**src/rtl/uart_irq_pkg.sv**
```systemverilog
package uart_irq_pkg;

  typedef enum logic [3:0] {
    ISR_NONE = 4'b0001,
    ISR_RLS  = 4'b0110,
    ISR_RDA  = 4'b0100,
    ISR_THRE = 4'b0010
  } isr_code_e;

  localparam int LS_DR   = 0;
  localparam int LS_OE   = 1;
  localparam int LS_PE   = 2;
  localparam int LS_FE   = 3;
  localparam int LS_BI   = 4;
  localparam int LS_THRE = 5;
  localparam int LS_TEMT = 6;
  localparam int LS_FERR = 7;

  typedef struct packed {
    logic brk;
    logic frm;
    logic par;
  } rx_err_t;

endpackage

```
**src/rtl/rx_track.sv**
```systemverilog
module rx_track #(
  parameter int DEPTH = 16,
  parameter int CNT_W = $clog2(DEPTH + 1)
) (
  input  logic             clk,
  input  logic             rst_n,
  input  logic             fifo_en,
  input  logic             push,
  input  logic             push_err,
  input  logic             pop,
  output logic [CNT_W-1:0] cnt,
  output logic [CNT_W-1:0] err_cnt,
  output logic             err_nz_nx,
  output logic             push_ok
);

  localparam int PTR_W = (DEPTH > 1) ? $clog2(DEPTH) : 1;

  logic [PTR_W-1:0] wr_ptr, rd_ptr;
  logic [DEPTH-1:0] flag;
  logic [CNT_W-1:0] cap, cnt_nx, err_nx;
  logic             pop_ok, pop_err;

  assign cap     = fifo_en ? CNT_W'(DEPTH) : CNT_W'(1);
  assign push_ok = push && (cnt < cap);
  assign pop_ok  = pop && (cnt != '0);
  assign pop_err = flag[rd_ptr];

  assign cnt_nx    = cnt + CNT_W'(push_ok) - CNT_W'(pop_ok);
  assign err_nx    = err_cnt + CNT_W'(push_ok && push_err) - CNT_W'(pop_ok && pop_err);
  assign err_nz_nx = (err_nx != '0);

  function automatic logic [PTR_W-1:0] bump(input logic [PTR_W-1:0] p);
    return (p == PTR_W'(DEPTH - 1)) ? '0 : p + 1'b1;
  endfunction

  always_ff @(posedge clk or negedge rst_n) begin
    if (!rst_n) begin
      cnt     <= '0;
      err_cnt <= '0;
      wr_ptr  <= '0;
      rd_ptr  <= '0;
    end else begin
      cnt     <= cnt_nx;
      err_cnt <= err_nx;
      if (push_ok) wr_ptr <= bump(wr_ptr);
      if (pop_ok)  rd_ptr <= bump(rd_ptr);
    end
  end

  // one error flag per slot, written alongside the pushed character
  for (genvar i = 0; i < DEPTH; i++) begin : g_slot
    always_ff @(posedge clk or negedge rst_n) begin
      if (!rst_n)
        flag[i] <= 1'b0;
      else if (push_ok && (wr_ptr == PTR_W'(i)))
        flag[i] <= push_err;
    end
  end

  p_cnt_bound_r12: assert property (@(posedge clk) disable iff (!rst_n)
    cnt <= CNT_W'(DEPTH));

  p_err_within_r6: assert property (@(posedge clk) disable iff (!rst_n)
    err_cnt <= cnt);

  p_full_drop_r12: assert property (@(posedge clk) disable iff (!rst_n)
    (fifo_en && push && !pop && cnt == CNT_W'(DEPTH)) |=> (cnt == CNT_W'(DEPTH)));

  p_empty_pop_r12: assert property (@(posedge clk) disable iff (!rst_n)
    (pop && !push && cnt == '0) |=> (cnt == '0));

  p_single_hold_r4: assert property (@(posedge clk) disable iff (!rst_n)
    (!fifo_en && cnt != '0 && !pop) |=> (cnt == $past(cnt)));

endmodule

```
**src/rtl/tx_track.sv**
```systemverilog
module tx_track #(
  parameter int DEPTH = 16,
  parameter int CNT_W = $clog2(DEPTH + 1)
) (
  input  logic clk,
  input  logic rst_n,
  input  logic push,
  input  logic pop,
  output logic empty,
  output logic drained
);

  logic [CNT_W-1:0] cnt, cnt_nx;
  logic             push_ok, pop_ok;

  assign push_ok = push && (cnt != CNT_W'(DEPTH));
  assign pop_ok  = pop && (cnt != '0);
  assign cnt_nx  = cnt + CNT_W'(push_ok) - CNT_W'(pop_ok);
  assign empty   = (cnt == '0);
  assign drained = (cnt != '0) && (cnt_nx == '0);

  always_ff @(posedge clk or negedge rst_n) begin
    if (!rst_n) cnt <= '0;
    else        cnt <= cnt_nx;
  end

  p_drain_empty_r7: assert property (@(posedge clk) disable iff (!rst_n)
    drained |=> empty);

  p_push_fills_r7: assert property (@(posedge clk) disable iff (!rst_n)
    (push && !pop) |=> !empty);

endmodule

```
**src/rtl/lsr_flags.sv**
```systemverilog
module lsr_flags
  import uart_irq_pkg::*;
(
  input  logic    clk,
  input  logic    rst_n,
  input  logic    overrun,
  input  logic    push_ok,
  input  rx_err_t flags,
  input  logic    rd,
  input  logic    err_nz_nx,
  output logic    oe,
  output logic    pe,
  output logic    fe,
  output logic    bi,
  output logic    fifo_err
);

  logic set_pe, set_fe, set_bi;

  assign set_pe = push_ok && flags.par;
  assign set_fe = push_ok && flags.frm;
  assign set_bi = push_ok && flags.brk;

  always_ff @(posedge clk or negedge rst_n) begin
    if (!rst_n) begin
      oe       <= 1'b0;
      pe       <= 1'b0;
      fe       <= 1'b0;
      bi       <= 1'b0;
      fifo_err <= 1'b0;
    end else begin
      // a new event in the read cycle survives the clear
      oe       <= overrun || (oe && !rd);
      pe       <= set_pe  || (pe && !rd);
      fe       <= set_fe  || (fe && !rd);
      bi       <= set_bi  || (bi && !rd);
      fifo_err <= !rd && err_nz_nx;
    end
  end

  p_read_clears_r5: assert property (@(posedge clk) disable iff (!rst_n)
    (rd && !overrun && !push_ok) |=> !(oe || pe || fe || bi));

  p_sticky_r5: assert property (@(posedge clk) disable iff (!rst_n)
    (oe && !rd) |=> oe);

  p_ferr_read_r6: assert property (@(posedge clk) disable iff (!rst_n)
    rd |=> !fifo_err);

endmodule

```
**src/rtl/irq_select.sv**
```systemverilog
module irq_select
  import uart_irq_pkg::*;
(
  input  logic       clk,
  input  logic       rst_n,
  input  logic [2:0] ier,
  input  logic       rls_any,
  input  logic       rda_hit,
  input  logic       tx_empty,
  input  logic       tx_drained,
  input  logic       tx_push,
  input  logic       isr_rd,
  output logic [3:0] code,
  output logic       irq
);

  logic      thre_pend, ier1_q, thre_set, thre_clr;
  isr_code_e sel;

  always_comb begin
    if (ier[2] && rls_any)        sel = ISR_RLS;
    else if (ier[0] && rda_hit)   sel = ISR_RDA;
    else if (ier[1] && thre_pend) sel = ISR_THRE;
    else                          sel = ISR_NONE;
  end

  assign code = sel;
  assign irq  = (sel != ISR_NONE);

  assign thre_set = tx_drained || (ier[1] && !ier1_q && tx_empty && !tx_push);
  assign thre_clr = tx_push || (isr_rd && sel == ISR_THRE);

  always_ff @(posedge clk or negedge rst_n) begin
    if (!rst_n) begin
      thre_pend <= 1'b0;
      ier1_q    <= 1'b0;
    end else begin
      ier1_q <= ier[1];
      if (thre_set)      thre_pend <= 1'b1;
      else if (thre_clr) thre_pend <= 1'b0;
    end
  end

  p_polled_quiet_r11: assert property (@(posedge clk) disable iff (!rst_n)
    (ier == 3'b000) |-> (!irq && code == 4'b0001));

  p_thre_write_r8: assert property (@(posedge clk) disable iff (!rst_n)
    tx_push |=> !thre_pend);

  p_rls_top_r9: assert property (@(posedge clk) disable iff (!rst_n)
    (ier[2] && rls_any) |-> (code == 4'b0110));

  p_irq_code_r10: assert property (@(posedge clk) disable iff (!rst_n)
    irq == !code[0]);

endmodule

```
**src/rtl/uart_irq_status.sv**
```systemverilog
module uart_irq_status
  import uart_irq_pkg::*;
#(
  parameter int DEPTH = 16,
  parameter int CNT_W = $clog2(DEPTH + 1)
) (
  input  logic             clk,
  input  logic             rst_n,
  input  logic             fifo_en,
  input  logic [2:0]       ier,
  input  logic [CNT_W-1:0] rx_trig,
  input  logic             rx_push,
  input  logic [2:0]       rx_flags,
  input  logic             rx_pop,
  input  logic             rx_overrun,
  input  logic             tx_push,
  input  logic             tx_pop,
  input  logic             tsr_empty,
  input  logic             lsr_rd,
  input  logic             isr_rd,
  output logic [7:0]       lsr,
  output logic [3:0]       isr_code,
  output logic             irq
);

  logic [CNT_W-1:0] rx_cnt, err_cnt, level;
  logic             err_nz_nx, rx_push_ok;
  logic             tx_empty, tx_drained;
  logic             oe, pe, fe, bi, fifo_err;
  logic             rda_hit;
  rx_err_t          flags;

  assign flags = rx_err_t'(rx_flags);

  rx_track #(.DEPTH(DEPTH), .CNT_W(CNT_W)) u_rx (
    .clk(clk), .rst_n(rst_n), .fifo_en(fifo_en),
    .push(rx_push), .push_err(|rx_flags), .pop(rx_pop),
    .cnt(rx_cnt), .err_cnt(err_cnt), .err_nz_nx(err_nz_nx), .push_ok(rx_push_ok)
  );

  tx_track #(.DEPTH(DEPTH), .CNT_W(CNT_W)) u_tx (
    .clk(clk), .rst_n(rst_n), .push(tx_push), .pop(tx_pop),
    .empty(tx_empty), .drained(tx_drained)
  );

  lsr_flags u_lsr (
    .clk(clk), .rst_n(rst_n), .overrun(rx_overrun), .push_ok(rx_push_ok),
    .flags(flags), .rd(lsr_rd), .err_nz_nx(err_nz_nx),
    .oe(oe), .pe(pe), .fe(fe), .bi(bi), .fifo_err(fifo_err)
  );

  // threshold: zero acts as one; single-character mode forces one
  assign level   = (!fifo_en || rx_trig == '0) ? CNT_W'(1) : rx_trig;
  assign rda_hit = (rx_cnt >= level);

  irq_select u_irq (
    .clk(clk), .rst_n(rst_n), .ier(ier),
    .rls_any(oe || pe || fe || bi), .rda_hit(rda_hit),
    .tx_empty(tx_empty), .tx_drained(tx_drained), .tx_push(tx_push),
    .isr_rd(isr_rd), .code(isr_code), .irq(irq)
  );

  always_comb begin
    lsr          = '0;
    lsr[LS_DR]   = (rx_cnt != '0);
    lsr[LS_OE]   = oe;
    lsr[LS_PE]   = pe;
    lsr[LS_FE]   = fe;
    lsr[LS_BI]   = bi;
    lsr[LS_THRE] = tx_empty;
    lsr[LS_TEMT] = tx_empty && tsr_empty;
    lsr[LS_FERR] = fifo_err;
  end

  p_rda_level_r3: assert property (@(posedge clk) disable iff (!rst_n)
    (fifo_en && ier == 3'b001 && rx_trig != '0 && rx_cnt >= rx_trig) |-> irq);

  p_temt_r7: assert property (@(posedge clk) disable iff (!rst_n)
    lsr[LS_TEMT] |-> lsr[LS_THRE]);

  p_ferr_has_data_r6: assert property (@(posedge clk) disable iff (!rst_n)
    lsr[LS_FERR] |-> lsr[LS_DR]);

  p_dr_push_r2: assert property (@(posedge clk) disable iff (!rst_n)
    (rx_push && !rx_pop) |=> lsr[LS_DR]);

endmodule

```
**config.mk**
```make
export PLATFORM = sky130hd
export DESIGN_NAME = uart_irq_status
export DESIGN_NICKNAME = d
export VERILOG_FILES = /design/src/rtl/uart_irq_pkg.sv /design/src/rtl/rx_track.sv /design/src/rtl/tx_track.sv /design/src/rtl/lsr_flags.sv /design/src/rtl/irq_select.sv /design/src/rtl/uart_irq_status.sv
export SDC_FILE = /design/constraint.sdc
export NUM_CORES = 1
export LEC_CHECK = 0
export BUFFER_PORTS_ARGS = -buffer_cell sky130_fd_sc_hd__buf_2
export CELL_PAD_IN_SITES_DETAIL_PLACEMENT = 2
export CELL_PAD_IN_SITES_GLOBAL_PLACEMENT = 2
export CORE_AREA = 3 3 96 98
export DETAILED_ROUTE_END_ITERATION = 10
export DIE_AREA = 0 0 99 101
export PLACE_DENSITY_LB_ADDON = 0.1
export SLEW_MARGIN = 20
export SYNTH_ARGS = -nofsm -noshare
export SYNTH_HDL_FRONTEND = slang
export SYNTH_SLANG_ARGS = --single-unit
```
**constraint.sdc**
```tcl
create_clock -name clk -period 3.1 [get_ports clk]
set_input_delay 0.31 -clock clk [delete_from_list [all_inputs] [get_ports clk]]
set_output_delay 0.31 -clock clk [all_outputs]
set_load 0.05 [all_outputs]
```
==> impl_metrics.yaml <==
outcome:
  outcome: "finished, violations left"
  violated_checks: "setup timing"
cts:
  cts_tree: "done"
  cts_made_buffers: 5
  postCtsHoldBufs: 0
  cts_sinks: 46
  clk_pin_slew_ps: 100
  worstSkewPairLatency_ps: 310
  cts_max_level: 2
  clock_tree.root_cell: "sky130_fd_sc_hd__clkbuf_8"
  clockBufferDepth: 2
placement:
  placement.cell_area_mm2: 0.00318
  dp.cells: 404
  numPortBuffers: 33
  dpl.hpwl_mm: 5.40
  gp_routability_congestion: 0.767
  dp_slack_ps: -523
detailed_routing:
  routed-via-count: 2052
  route.antenna.remaining_nets: 0
  number_of_drc_markers_in_iteration_0: 28
  routed_wirelength_mm: 6.80
  route.detailed.wl_per_inst_um: 16.4
  avgViaCountPerCell: 4.96
  remaining_drc_errors: 0
  drt_pass1_iterations: 4
synthesis:
  synth.yosys.seq_area_share_pct: 40.6
  ys.warnings.count: 0
  post-synth-top-area-fraction_pct: 40.6
  post_synthesis_compound_gate_area_fraction_pct: 8.08
  synth-adder-area-share_pct: 15.4
  synth_top_area_cell: "sky130_fd_sc_hd__dfrtp_1"
  number_of_synthesized_register_bits: 46
  ys_types: 45
  post_synth_inst_count: 260
  synthTopCellsByArea: "sky130_fd_sc_hd__dfrtp_1 (41%), sky130_fd_sc_hd__ha_1 (13%), sky130_fd_sc_hd__mux2_2 (7.2%), sky130_fd_sc_hd__inv_1 (4.5%), sky130_fd_sc_hd__mux4_1 (3.7%)"
  synth_nets: 315
  synth_top_family_by_area: "adder cells"
  syn_area_per_cell_um2: 10.9
  synthXorXnorAreaFrac_pct: 4.33
  yosys_most_used_dff: "sky130_fd_sc_hd__dfrtp_1"
  post_synth_instance_area_mm2: 0.00283
  asyncSetResetFlopFracSynth_pct: 100
  synth_mux_area_share_pct: 11.7
  synth_simple_gate_area_share_pct: 12.2
  synth-edff-count: 0
power_and_ir_drop:
  comb_power_share_pct: 58.1
  internal-power_mw: 2.12
  power.switching_fraction_pct: 42.9
  vdd_drop_max_mv: 0.371
  power_density_mw_per_mm2: 1120
  switching_power_mw: 1.60
  power_mw: 3.72
  leakage_nw: 1.59
  pwr-share-seq_pct: 31.2
  clockPowerShare_pct: 10.7
final_layout:
  final_layout_size_suffix_gt1_share_pct: 33.0
  final_net_count: 360
  antenna-diode-count: 0
  final_util_pct: 38.9
  areaGrowthSynthToFinish_pct: 17.5
  post-route-cell-area_mm2: 0.00333
  final_cells: 414
  layout_commonest_cell: "sky130_fd_sc_hd__dfrtp_1"
  final_cell_mix: "sky130_fd_sc_hd__dfrtp_1 (45), sky130_fd_sc_hd__buf_2 (33), sky130_fd_sc_hd__inv_1 (31)"
global_routing:
  first_global_vias: 2224
  global_route.usage.total_pct: 14.4
  globalRouteOverflowTotal: 0
  grt_start_max_net_pins: 34
  antenna_violations_before_repair: 0
  global_route_wire_length_before_repair_mm: 11.3
floorplanning:
  design.portCount: 35
  floorplan.rows: 34
  floorplan.die_area_mm2: 0.0100
  die_width_um: 99
  core-area_mm2: 0.00855
  floorplan.initialDensity_pct: 33.1
  fp.dieH_um: 101
run:
  maxCapViolCount: 0
sta:
  tightestPinTransition_ps: 820
  post-route-worst-setup-slack_ps: -282
  timing.final.setup_violations: 1
  period_share_pct: 109
  rsz0062_at_grt: "yes"
  timing.clock.skew_ps: 16.0
  final-max-slew-violation-count: 0
  finalHoldWorstSlack_ps: 94.5
  max_slew_margin_pct: 45.3
  fin_crit_ps: 3380
  final.setup.tns_ps: -282
  fmaxAchievable_mhz: 296
  hold_violations: 0
worst_setup_path:
  crit_path_end_kind: "register"
  path_cells: "mux4_2 -> mux4_2 -> and2_4 -> ha_4 -> inv_4 -> ha_4 -> inv_2 -> fa_2 -> inv_2 -> or4_4 -> o21a_1"
  max_stage_delay_ps: 520
  crit_path_max_fanout: 5
  path_delay_family: "multiplexers"
  worstPathArrival_ps: 3570
  buf_inv_on_cp: 3
  critical_path.startpoint_type: "register"
  cp_slowest_cell: "sky130_fd_sc_hd__mux4_2"
  crit_required_ps: 3290
  criticalPathCategory: "register to register"
worst_hold_path:
  hold_class: "input port to async pin"
==> layout make-up <==
cell class	count	area, µm²
fill	956	5220
multi-input combinational	166	1510
sequential	46	1150
timing repair buffer	52	308
tap	108	135
inverter	34	130
clock buffer	6	82.6
clock inverter	2	12.5
==> cells in the mapped netlist, types with 2 or more instances <==
cell type and instances:
sky130_fd_sc_hd__nand4b_1 4, sky130_fd_sc_hd__mux4_1 4, sky130_fd_sc_hd__nand2_1 19, sky130_fd_sc_hd__or3_1 3, sky130_fd_sc_hd__a22o_1 3, sky130_fd_sc_hd__a21o_1 7
sky130_fd_sc_hd__a31oi_1 3, sky130_fd_sc_hd__nor2b_1 2, sky130_fd_sc_hd__fa_1 3, sky130_fd_sc_hd__dfrtp_1 46, sky130_fd_sc_hd__a32o_1 2, sky130_fd_sc_hd__o21ai_0 6
sky130_fd_sc_hd__and2_1 4, sky130_fd_sc_hd__xor2_1 4, sky130_fd_sc_hd__nand4_1 4, sky130_fd_sc_hd__mux2_2 18, sky130_fd_sc_hd__inv_1 34, sky130_fd_sc_hd__nand3_1 3
sky130_fd_sc_hd__nor4_1 2, sky130_fd_sc_hd__or4_1 2, sky130_fd_sc_hd__a21oi_1 7, sky130_fd_sc_hd__clkbuf_1 4, sky130_fd_sc_hd__ha_1 30, sky130_fd_sc_hd__nand2b_1 3
sky130_fd_sc_hd__buf_4 7, sky130_fd_sc_hd__xnor2_1 10, sky130_fd_sc_hd__nor2_1 8
==> worst register-to-register path: stages, from the launching register on <==
cell and delay [ps]:
sky130_fd_sc_hd__dfrtp_2 450, sky130_fd_sc_hd__mux4_2 520, sky130_fd_sc_hd__mux4_2 490, sky130_fd_sc_hd__and2_4 160
sky130_fd_sc_hd__ha_4 220, sky130_fd_sc_hd__inv_4 50, sky130_fd_sc_hd__ha_4 120, sky130_fd_sc_hd__inv_2 30
sky130_fd_sc_hd__fa_2 520, sky130_fd_sc_hd__inv_2 40, sky130_fd_sc_hd__or4_4 490, sky130_fd_sc_hd__o21a_1 180
==> power by group through the flow <==
stage | logic [mW] | registers (mW) | clock network [mW]
global route | 2.46 | 1.20 | 0.442
CTS | 2.16 | 1.16 | 0.414
floorplan | 1.53 | 1.06 | 0
detailed placement | 2.04 | 1.16 | 0
global placement | 1.96 | 1.14 | 0
finish | 2.16 | 1.16 | 0.398
==> state kept, by name, indices dropped and copies added (netlist names) <==
name             flops
u_rx.flag           16
u_rx.cnt             5
u_rx.err_cnt         5
u_tx.cnt             5
u_rx.rd_ptr          4
u_rx.wr_ptr          4
u_irq.ier1_q         1
u_irq.thre_pend      1
u_lsr.bi             1
u_lsr.fe             1
u_lsr.fifo_err       1
u_lsr.oe             1
u_lsr.pe             1
==> path summary, 6_finish.rpt <==
kind                                     start        endpoint  slack [ps]  cells past startpoint
worst max-delay path            u_rx.rd_ptr[0]  u_lsr.fifo_err        -280                     11
worst min-delay path                     rst_n    u_rx.flag[5]          90                      1
worst max register to register  u_rx.rd_ptr[0]  u_lsr.fifo_err        -280                     11
worst min register to register    u_rx.flag[3]    u_rx.flag[3]         520                      1
max in group asynchronous                rst_n  u_rx.rd_ptr[0]        2270                      2
min in group clk                        ier[1]    u_irq.ier1_q         180                      1
==> routing by layer <==
layer | track usage (%) | wire length [µm]
met1 | 19.0 | 3200
met2 | 24.6 | 3350
met3 | 2.42 | 212
met4 | 3.47 | 45
met5 | 0 | 0
==> what timing repair did <==
| item | in CTS | in global routing |
|---|---|---|
| pin swaps | 5 | 2 |
| buffers inserted | 2 | 0 |
| hold endpoints to repair | 0 | 0 |
| resized for setup | 12 | 7 |
| endpoints found under the setup margin | 2 | 4 |
==> cell families (layout without fill, tap and decap cells) <==
| logic type | count (synthesis) | count (layout) |
|---|---|---|
| AO/OA/AOI/OAI | 34 | 34 |
| XOR/XNOR | 14 | 14 |
| adder cells (fa/ha/maj) | 33 | 33 |
| buffers and inverters | 48 | 94 |
| flip-flops | 46 | 46 |
| multiplexers | 23 | 23 |
| other | 1 | 1 |
| AND/OR/NAND/NOR | 61 | 61 |
(Power assumes the default switching activity.)
